`src/rtl/sebin_binarizer.sv`:
```
module sebin_binarizer #(
  parameter int VAL_W = 16,
  parameter int PRM_W = 8,
  parameter int KW    = 4,
  parameter int OFF_W = 9,
  parameter int NROW  = 8,
  parameter int NCOL  = 6,
  parameter int BIW   = 8
) (
  input  logic                    clk,
  input  logic                    rst_n,
  input  logic                    in_valid,
  output logic                    in_ready,
  input  logic [VAL_W-1:0]        in_value,
  input  logic [1:0]              in_method,
  input  logic [PRM_W-1:0]        in_param,
  input  logic [KW-1:0]           in_korder,
  input  logic                    in_chain,
  input  logic                    in_bypass,
  input  logic [OFF_W-1:0]        in_ctx_off,
  input  logic [$clog2(NROW)-1:0] in_ctx_row,
  input  logic                    out_full,
  output logic                    out_push,
  output logic                    out_bin,
  output logic                    out_bypass,
  output logic [OFF_W-1:0]        out_ctx,
  output logic [BIW-1:0]          out_bin_idx
);
  localparam int RW  = $clog2(NROW);
  localparam int UW  = VAL_W + 2;
  localparam int KKW = $clog2(UW) + 1;
  localparam int IXW = $clog2(NROW * NCOL);

  localparam logic [1:0] M_UN = 2'd0, M_TU = 2'd1, M_EG = 2'd2, M_FL = 2'd3;

  typedef enum logic [2:0] {S_IDLE, S_PFX, S_EGP, S_EGS, S_FL} st_t;

  st_t              st;
  logic [VAL_W-1:0] cnt, lim, sh;
  logic [PRM_W-1:0] flen;
  logic             hz, chn, byp, sfx;
  logic [UW-1:0]    u;
  logic [KKW-1:0]   kk;
  logic [OFF_W-1:0] off;
  logic [RW-1:0]    row;
  logic [BIW-1:0]   bidx;

  logic [OFF_W-1:0] rom [NROW*NCOL];
  for (genvar r = 0; r < NROW; r++) begin : g_row
    for (genvar c = 0; c < NCOL; c++) begin : g_col
      assign rom[r*NCOL+c] = OFF_W'(r + c);
    end
  end

  logic [UW-1:0] pw, us;
  logic          bit_q, last, to_sfx;

  assign pw = UW'(1) << kk;
  assign us = u >> (kk - 1'b1);

  always_comb begin
    bit_q = 1'b0;
    last  = 1'b0;
    case (st)
      S_PFX: begin
        bit_q = cnt < lim;
        last  = bit_q ? ((cnt + 1'b1 == lim) && !hz) : 1'b1;
      end
      S_EGP: begin
        bit_q = u >= pw;
        last  = !bit_q && (kk == '0);
      end
      S_EGS: begin
        bit_q = us[0];
        last  = kk == KKW'(1);
      end
      S_FL: begin
        bit_q = sh[0];
        last  = cnt + 1'b1 == VAL_W'(flen);
      end
      default: ;
    endcase
  end

  assign to_sfx = (st == S_PFX) && last && chn && !hz;

  assign in_ready   = st == S_IDLE;
  assign out_push   = (st != S_IDLE) && !out_full;
  assign out_bin    = bit_q;
  assign out_bypass = byp | sfx;
  assign out_bin_idx = bidx;

  logic [BIW-1:0] col;
  logic [IXW-1:0] ix;
  assign col = (bidx >= BIW'(NCOL - 1)) ? BIW'(NCOL - 1) : bidx;
  assign ix  = IXW'(row) * IXW'(NCOL) + IXW'(col);
  assign out_ctx = out_bypass ? '0 : off + rom[ix];

  logic [VAL_W-1:0] cut;
  logic             below;
  assign cut   = VAL_W'(in_param);
  assign below = in_value < cut;

  always_ff @(posedge clk) begin
    if (!rst_n) begin
      st   <= S_IDLE;
      cnt  <= '0;
      lim  <= '0;
      sh   <= '0;
      flen <= '0;
      hz   <= 1'b0;
      chn  <= 1'b0;
      byp  <= 1'b0;
      sfx  <= 1'b0;
      u    <= '0;
      kk   <= '0;
      off  <= '0;
      row  <= '0;
      bidx <= '0;
    end else if (st == S_IDLE) begin
      if (in_valid) begin
        cnt  <= '0;
        bidx <= '0;
        sh   <= in_value;
        flen <= in_param;
        byp  <= in_bypass;
        off  <= in_ctx_off;
        row  <= in_ctx_row;
        kk   <= KKW'(in_korder);
        sfx  <= 1'b0;
        chn  <= in_chain && (in_method == M_TU);
        u    <= (in_method == M_EG) ? UW'(in_value) : UW'(in_value) - UW'(cut);
        lim  <= (in_method == M_UN || below) ? in_value : cut;
        hz   <= (in_method == M_UN) || below;
        case (in_method)
          M_UN: st <= S_PFX;
          M_TU: begin
            if (below || cut != '0) st <= S_PFX;
            else if (in_chain) begin
              st  <= S_EGP;
              sfx <= 1'b1;
            end
          end
          M_EG: st <= S_EGP;
          M_FL: if (in_param != '0) st <= S_FL;
          default: ;
        endcase
      end
    end else if (!out_full) begin
      if (bidx != {BIW{1'b1}}) bidx <= bidx + 1'b1;
      case (st)
        S_PFX: begin
          if (bit_q) cnt <= cnt + 1'b1;
          if (to_sfx) begin
            st  <= S_EGP;
            sfx <= 1'b1;
          end else if (last) st <= S_IDLE;
        end
        S_EGP: begin
          if (bit_q) begin
            u  <= u - pw;
            kk <= kk + 1'b1;
          end else st <= (kk == '0) ? S_IDLE : S_EGS;
        end
        S_EGS: begin
          kk <= kk - 1'b1;
          if (last) st <= S_IDLE;
        end
        S_FL: begin
          sh  <= sh >> 1;
          cnt <= cnt + 1'b1;
          if (last) st <= S_IDLE;
        end
        default: st <= S_IDLE;
      endcase
    end
  end

  a_r6_first_idx_zero: assert property (@(posedge clk) disable iff (!rst_n)
    (in_valid && in_ready) |=> (out_bin_idx == '0));

  a_r6_idx_step: assert property (@(posedge clk) disable iff (!rst_n)
    (out_push && !last && out_bin_idx != {BIW{1'b1}}) |=> (out_bin_idx == $past(out_bin_idx) + 1'b1));

  a_r9_hold_on_full: assert property (@(posedge clk) disable iff (!rst_n)
    (!in_ready && out_full) |=> ($stable(out_bin_idx) && $stable(out_bin) && $stable(out_ctx)));

  a_r10_busy_not_ready: assert property (@(posedge clk) disable iff (!rst_n)
    (out_push && !last) |=> !in_ready);

  a_r10_ready_after_last: assert property (@(posedge clk) disable iff (!rst_n)
    (out_push && last && !to_sfx) |=> in_ready);

  a_r2_zero_ends_prefix: assert property (@(posedge clk) disable iff (!rst_n)
    (out_push && st == S_PFX && !out_bin) |=> in_ready);

  a_r8_bypass_no_ctx: assert property (@(posedge clk) disable iff (!rst_n)
    (out_push && sfx) |-> (out_bypass && out_ctx == '0));
endmodule

```
`config.mk`:
```
export PLATFORM = sky130hd
export DESIGN_NAME = sebin_binarizer
export DESIGN_NICKNAME = d
export VERILOG_FILES = /design/src/rtl/sebin_binarizer.sv
export SDC_FILE = /design/constraint.sdc
export NUM_CORES = 1
export LEC_CHECK = 0
export ABC_CLOCK_PERIOD_IN_PS = 5300
export BUFFER_PORTS_ARGS = -buffer_cell sky130_fd_sc_hd__buf_2
export CAP_MARGIN = 20
export CORE_ASPECT_RATIO = 1.4
export CORE_UTILIZATION = 55
export CTS_CLUSTER_SIZE = 40
export DETAILED_ROUTE_END_ITERATION = 7
export HOLD_SLACK_MARGIN = 0.05
export PLACE_DENSITY = 0.82
export REMOVE_ABC_BUFFERS = 1
export SLEW_MARGIN = 10
export SYNTH_ARGS = -nofsm -noshare
export SYNTH_HDL_FRONTEND = slang
export SYNTH_SLANG_ARGS = --single-unit
```
`constraint.sdc`:
```
create_clock -name clk -period 5.3 [get_ports clk]
set_input_delay 0.53 -clock clk [delete_from_list [all_inputs] [get_ports clk]]
set_output_delay 0.53 -clock clk [all_outputs]
set_load 0.01 [all_outputs]
```
---- Yosys cells after proc, flatten, opt, wreduce, memory -nomap -nowiden ----
Memory sizes are Yosys's and may differ from the RTL's.
Index checks and enable logic that the tools add are counted.
storage, ports and cells
  register bits after elaboration ......... 107
  bits in latches ......................... 0
  bits in writable memories ............... 0
  memory bits (read-only) ................. 576
  bits of input ports ..................... 48
  word-level logic and storage cells ...... 138
  memories ................................ 1
cells by class
  add/subtract/negate cells ............... 8
  multipliers ............................. 1
  divide/modulo/power cells ............... 0
  magnitude comparators ................... 5
  eq/ne operators ......................... 18
  shift operators ......................... 2
  mux-type cells .......................... 52
  bitwise gates (word level) .............. 2
  reductions and logical operators ........ 35
memory list
  name             words  width  read ports  clocked after Yosys merged registers in  write ports  RTL line  source
  (no name shown)  64     9      1           0                                        0            97        assign out_ctx = out_bypass ? '0 : off + rom[ix];
operator list
  cell                     number
  $mux W16                 9
  $mux W18                 6
  $mux W8                  4
  $pmux W16 S2             1
  $mux W6                  5
  $mux W3                  9
  $mux W9                  3
  $ge A18 B18 Y1           1
  $shl A1 B6 Y18 const A   1
  $shr A18 B6 Y1           1
  $sub A18 B18 Y18         1
  $sub A16 B8 Y17          1
  $add A16 B1 Y16 const B  1
  $eq A16 B16 Y1           1
  $eq A16 B8 Y1            1
  $lt A16 B16 Y1           1
  $lt A16 B8 Y1            1
  $reduce_and A4 Y1        4
  $reduce_bool A16 Y1      1
  $ne A3 B3 Y1 const B     4
  $pmux W3 S4              1
  $pmux W6 S2              1
  $reduce_bool A2 Y1       6
  $add A9 B9 Y9            1
  34 further kinds         58

---- Depth between registers and ports, before layout ----
  word-level depth ........................ 12
  gate-level depth with buffers ........... 24

---- Least setup slack after synthesis ----
OpenSTA, ideal clock, no wires.
  kind .................................... reg-to-output
  start ................................... register bidx[4] (netlist: out_bin_idx[4])
  end ..................................... output port out_ctx[8]
  data arrival time ....................... 4.240 ns
  required time ........................... 4.770 ns
  path slack .............................. 0.530 ns
  cell stages (with the launch flop) ...... 20
  path buffers ............................ 0
  cell sequence ........................... dfxtp_1 or4_1 or3_1 fa_1 xor2_1 nand2_1 o21ai_0 nor2_1 a31oi_1 mux2i_1 mux2i_1 inv_1 fa_1 nor2b_1 o21ai_0 nand2b_1 and3_1 nand3_1 xor2_1 nor2_1
on the way
  word-level cells in the longest chain between the ends .. 9
RTL lines
  element                                        RTL line  source
  start, declared                                46        logic [BIW-1:0] bidx;
  start signal, assigned                         150       if (bidx != {BIW{1'b1}}) bidx <= bidx + 1'b1;
  $ge A8 B3 Y1                                   95        assign col = (bidx >= BIW'(NCOL - 1)) ? BIW'(NCOL - 1) : bidx;
  $mux W6 *                                      95
  $add A6 B6 Y6 *                                96        assign ix = IXW'(row) * IXW'(NCOL) + IXW'(col);
  $not A6 Y7 (implied by the code) *             97
  $mem_v2 Z64 W9 *                               n/a
  $mux W9 (implied by the code) * (2 in series)  97
  $add A9 B9 Y9 *                                97
  $mux W9 *                                      97
  end, declared                                  26        output logic [OFF_W-1:0] out_ctx,
Mark *: on every way between the ends. The rest lies on a longest branch, timed or not. The select of a mux whose other input is x is not followed.

---- Worst setup path in the final report ----
Ends and elaborated chain as after synthesis.

==> reports/metrics.yaml <==
critical_path:
  worstPathMaxFanout: 6
  max_stage_delay_ps: 540
  r2r_end: "u[16]"
  worstPathCellList: "or4_4, or3_4, fa_2, buf_4, xnor2_4, buf_4, nand2_1, nand2_1, mux4_2, a21o_1, ha_1, nor2b_2, o21ai_0, nand2b_1, and3_4, nand3_1, xor2_1, nor2_1, buf_2"
  path_class: "register to output port"
  cp.arrival_ps: 4620
  crit_required_ps: 4770
  cp-end-kind: "output port"
  crit_family: "simple AND/OR/NAND/NOR gates"
  startpoint: "out_bin_idx[4]"
  cp.buffers_inverters: 3
  reg2reg_slack_ps: 770
  r2r-start: "kk[0]"
  cp_slowest_cell: "or4_4"
  r2r_cells: 16
  cp.depth: 19
  worst_setup_path_start_kind: "register"
pwr:
  powerDensity_mw_per_mm2: 514
  p_leak_nw: 3.92
  fin_total_pwr_mw: 5.02
  ir_drop_mv: 0.315
placed_design:
  routabilityCongestion: 0.925
  io_buffers: 68
  dp_slack_ps: 302
  place_hpwl_um: 17800
cells_and_area:
  postLayoutCoreUtil_pct: 62.3
  area_delta_synth_final_pct: 9.93
  nNetsFinal: 1338
  layout-drive-gt1-share_pct: 14.1
  multiInputGateArea_mm2: 0.00633
  area.sequential_mm2: 0.00215
  num-fill-cells: 1449
  num_antenna_cells: 0
  final_common_cell: "nand2_1"
  final_cell_mix: "nand2_1 (169), nor2_1 (108), dfxtp_1 (103)"
timing:
  slew_viol_final: 0
  max_freq_ghz: 0.194
  holdWs_ps: 396
  worstMarginPinSlew_ps: 1040
  hold_violations: 0
  min_period_over_period_pct: 97.1
  min_period_ps: 5150
  relSlewSlack_pct: 30.6
  finalSetupTns_ps: 0
  fin_skew_ps: 7.86
  setup_viol: 0
  post-route-worst-setup-slack_ps: 155
clocking:
  cts_inserted_buffers: 9
  cts_tree: "built"
  cts_sinks: 107
  ctsHoldBuffers: 0
  insertion_delay_ps: 370
  cts_max_level: 3
  clockBufferDepth: 2
  cts-root-buf: "clkbuf_16"
  clk_pin_slew_ps: 80
global_routing:
  grt-ovfl-total: 0
  antenna_found_initial: 2
  grt_pass1_wl_um: 39300
  grt_pass1_vias: 8085
  grt_max_degree: 56
  grt_use_total_pct: 29.8
hold_path:
  hold_path_depth: 3
  hold_class: "input pin to register"
  hp-start: "in_ctx_off[8]"
  holdPathEnd: "off[8]"
status:
  outcome: "finished clean"
yosys:
  synth_edf_count: 0
  synth_cell_types: 80
  synth_ff_type: "dfxtp_1"
  yosysSeqAreaShare_pct: 24.1
  synth_area_mm2: 0.00888
  syn_inst: 1184
  syn_avg_cell_area_um2: 7.50
  synth-async-reset-ratio_pct: 0
  synth-seq-cells: 107
  synth_warnings: 0
route:
  vias: 8694
  wl_per_cell_um: 17.2
  first_pass_iters: 6
  drt-total-wl_um: 24400
  drc_errors: 0
  detail-route-antenna-nets: 0
  avgViaCountPerCell: 6.14
  drt_iter0_drc: 518
job:
  drv_cap: 0
floorplanning:
  initial_utilization_pct: 56.7
  fp-row-count: 54
  io_pins: 69
  chipHeight_um: 152
  dieArea_mm2: 0.0167
  fp.dieW_um: 109
  coreArea_mm2: 0.0157
per-layer routing:
layer	track usage, %	part of all wire [%]	vias to the layer above
met4	17.2	4.9	2
met3	4.36	4.8	72
li1	-	-	4258
met1	34.0	39	4074
met5	0	0.041	-
met2	51.7	51	288
flip-flops by register name (all words and copies together) (netlist names):
name and cells:
lim 16, chn 1, u 18, row 3, byp 1, kk 6, flen 8, off 9
sfx 1, st 3, hz 1, sh 16, cnt 16, out_bin_idx 8
per-stage QoR:
stage          cell area [um2]  cells
4_1_cts                   9610   1403
3_5_place_dp              9250   1387
5_1_grt                   9770   1416
2_1_floorplan             8580   1112
6_report                  9770   1416
3_3_place_gp              9250   1387
tightest hold or removal path, stage by stage:
cell,delay (ps)
buf_2,90
nand2_1,50
a21oi_1,50
cell families after synthesis:
kind of cell,Yosys count,share of synthesized area [%]
AO/OA/AOI/OAI,308,23.1
XOR/XNOR,73,7.51
adder cells (fa/ha/maj),75,11.0
buffers and inverters,124,5.66
flip-flops,107,24.1
multiplexers,17,2.63
other,1,0.0422
AND/OR/NAND/NOR,479,26.0
cell type report:
type,instances,area share (%)
inverters,51,1.96
clock inverters,6,0.999
well taps,196,2.51
repair buffers,92,5.33
multi-input cells,954,64.8
flip-flops and latches,107,22.0
clock buffers,10,2.34
how the worst max path moves through the flow:
stage               slack, ps         end
global route               -4  out_ctx[8]
finish                    150  out_ctx[8]
global placement          330  out_ctx[8]
detailed placement        300  out_ctx[8]
floorplan                 410       sh[0]
CTS                        10  out_ctx[8]
where the power goes:
group / internal (mW) / leakage (nW) / switching (mW)
combinational: 1.24 / 2.88 / 1.83
sequential: 0.986 / 0.878 / 0.201
clock: 0.422 / 0.159 / 0.342
synth_stat cells (27+ instances only):
| cell | number | area share (%) |
|---|---|---|
| a21oi_1 | 84 | 4.7 |
| clkbuf_1 | 48 | 2.0 |
| dfxtp_1 | 107 | 24 |
| ha_1 | 70 | 9.9 |
| inv_1 | 49 | 2.1 |
| nand2_1 | 169 | 7.1 |
| nand3_1 | 39 | 2.2 |
| nor2_1 | 108 | 4.6 |
| nor3_1 | 27 | 1.5 |
| o21ai_0 | 65 | 3.7 |
| xnor2_1 | 37 | 3.6 |
| xor2_1 | 34 | 3.4 |
repair_timing:
action	in CTS	in global routing
endpoints found under the setup margin	1	5
resized for setup	6	20
setup buffers	0	13
pin swaps	0	5
(Power assumes the default switching activity.)
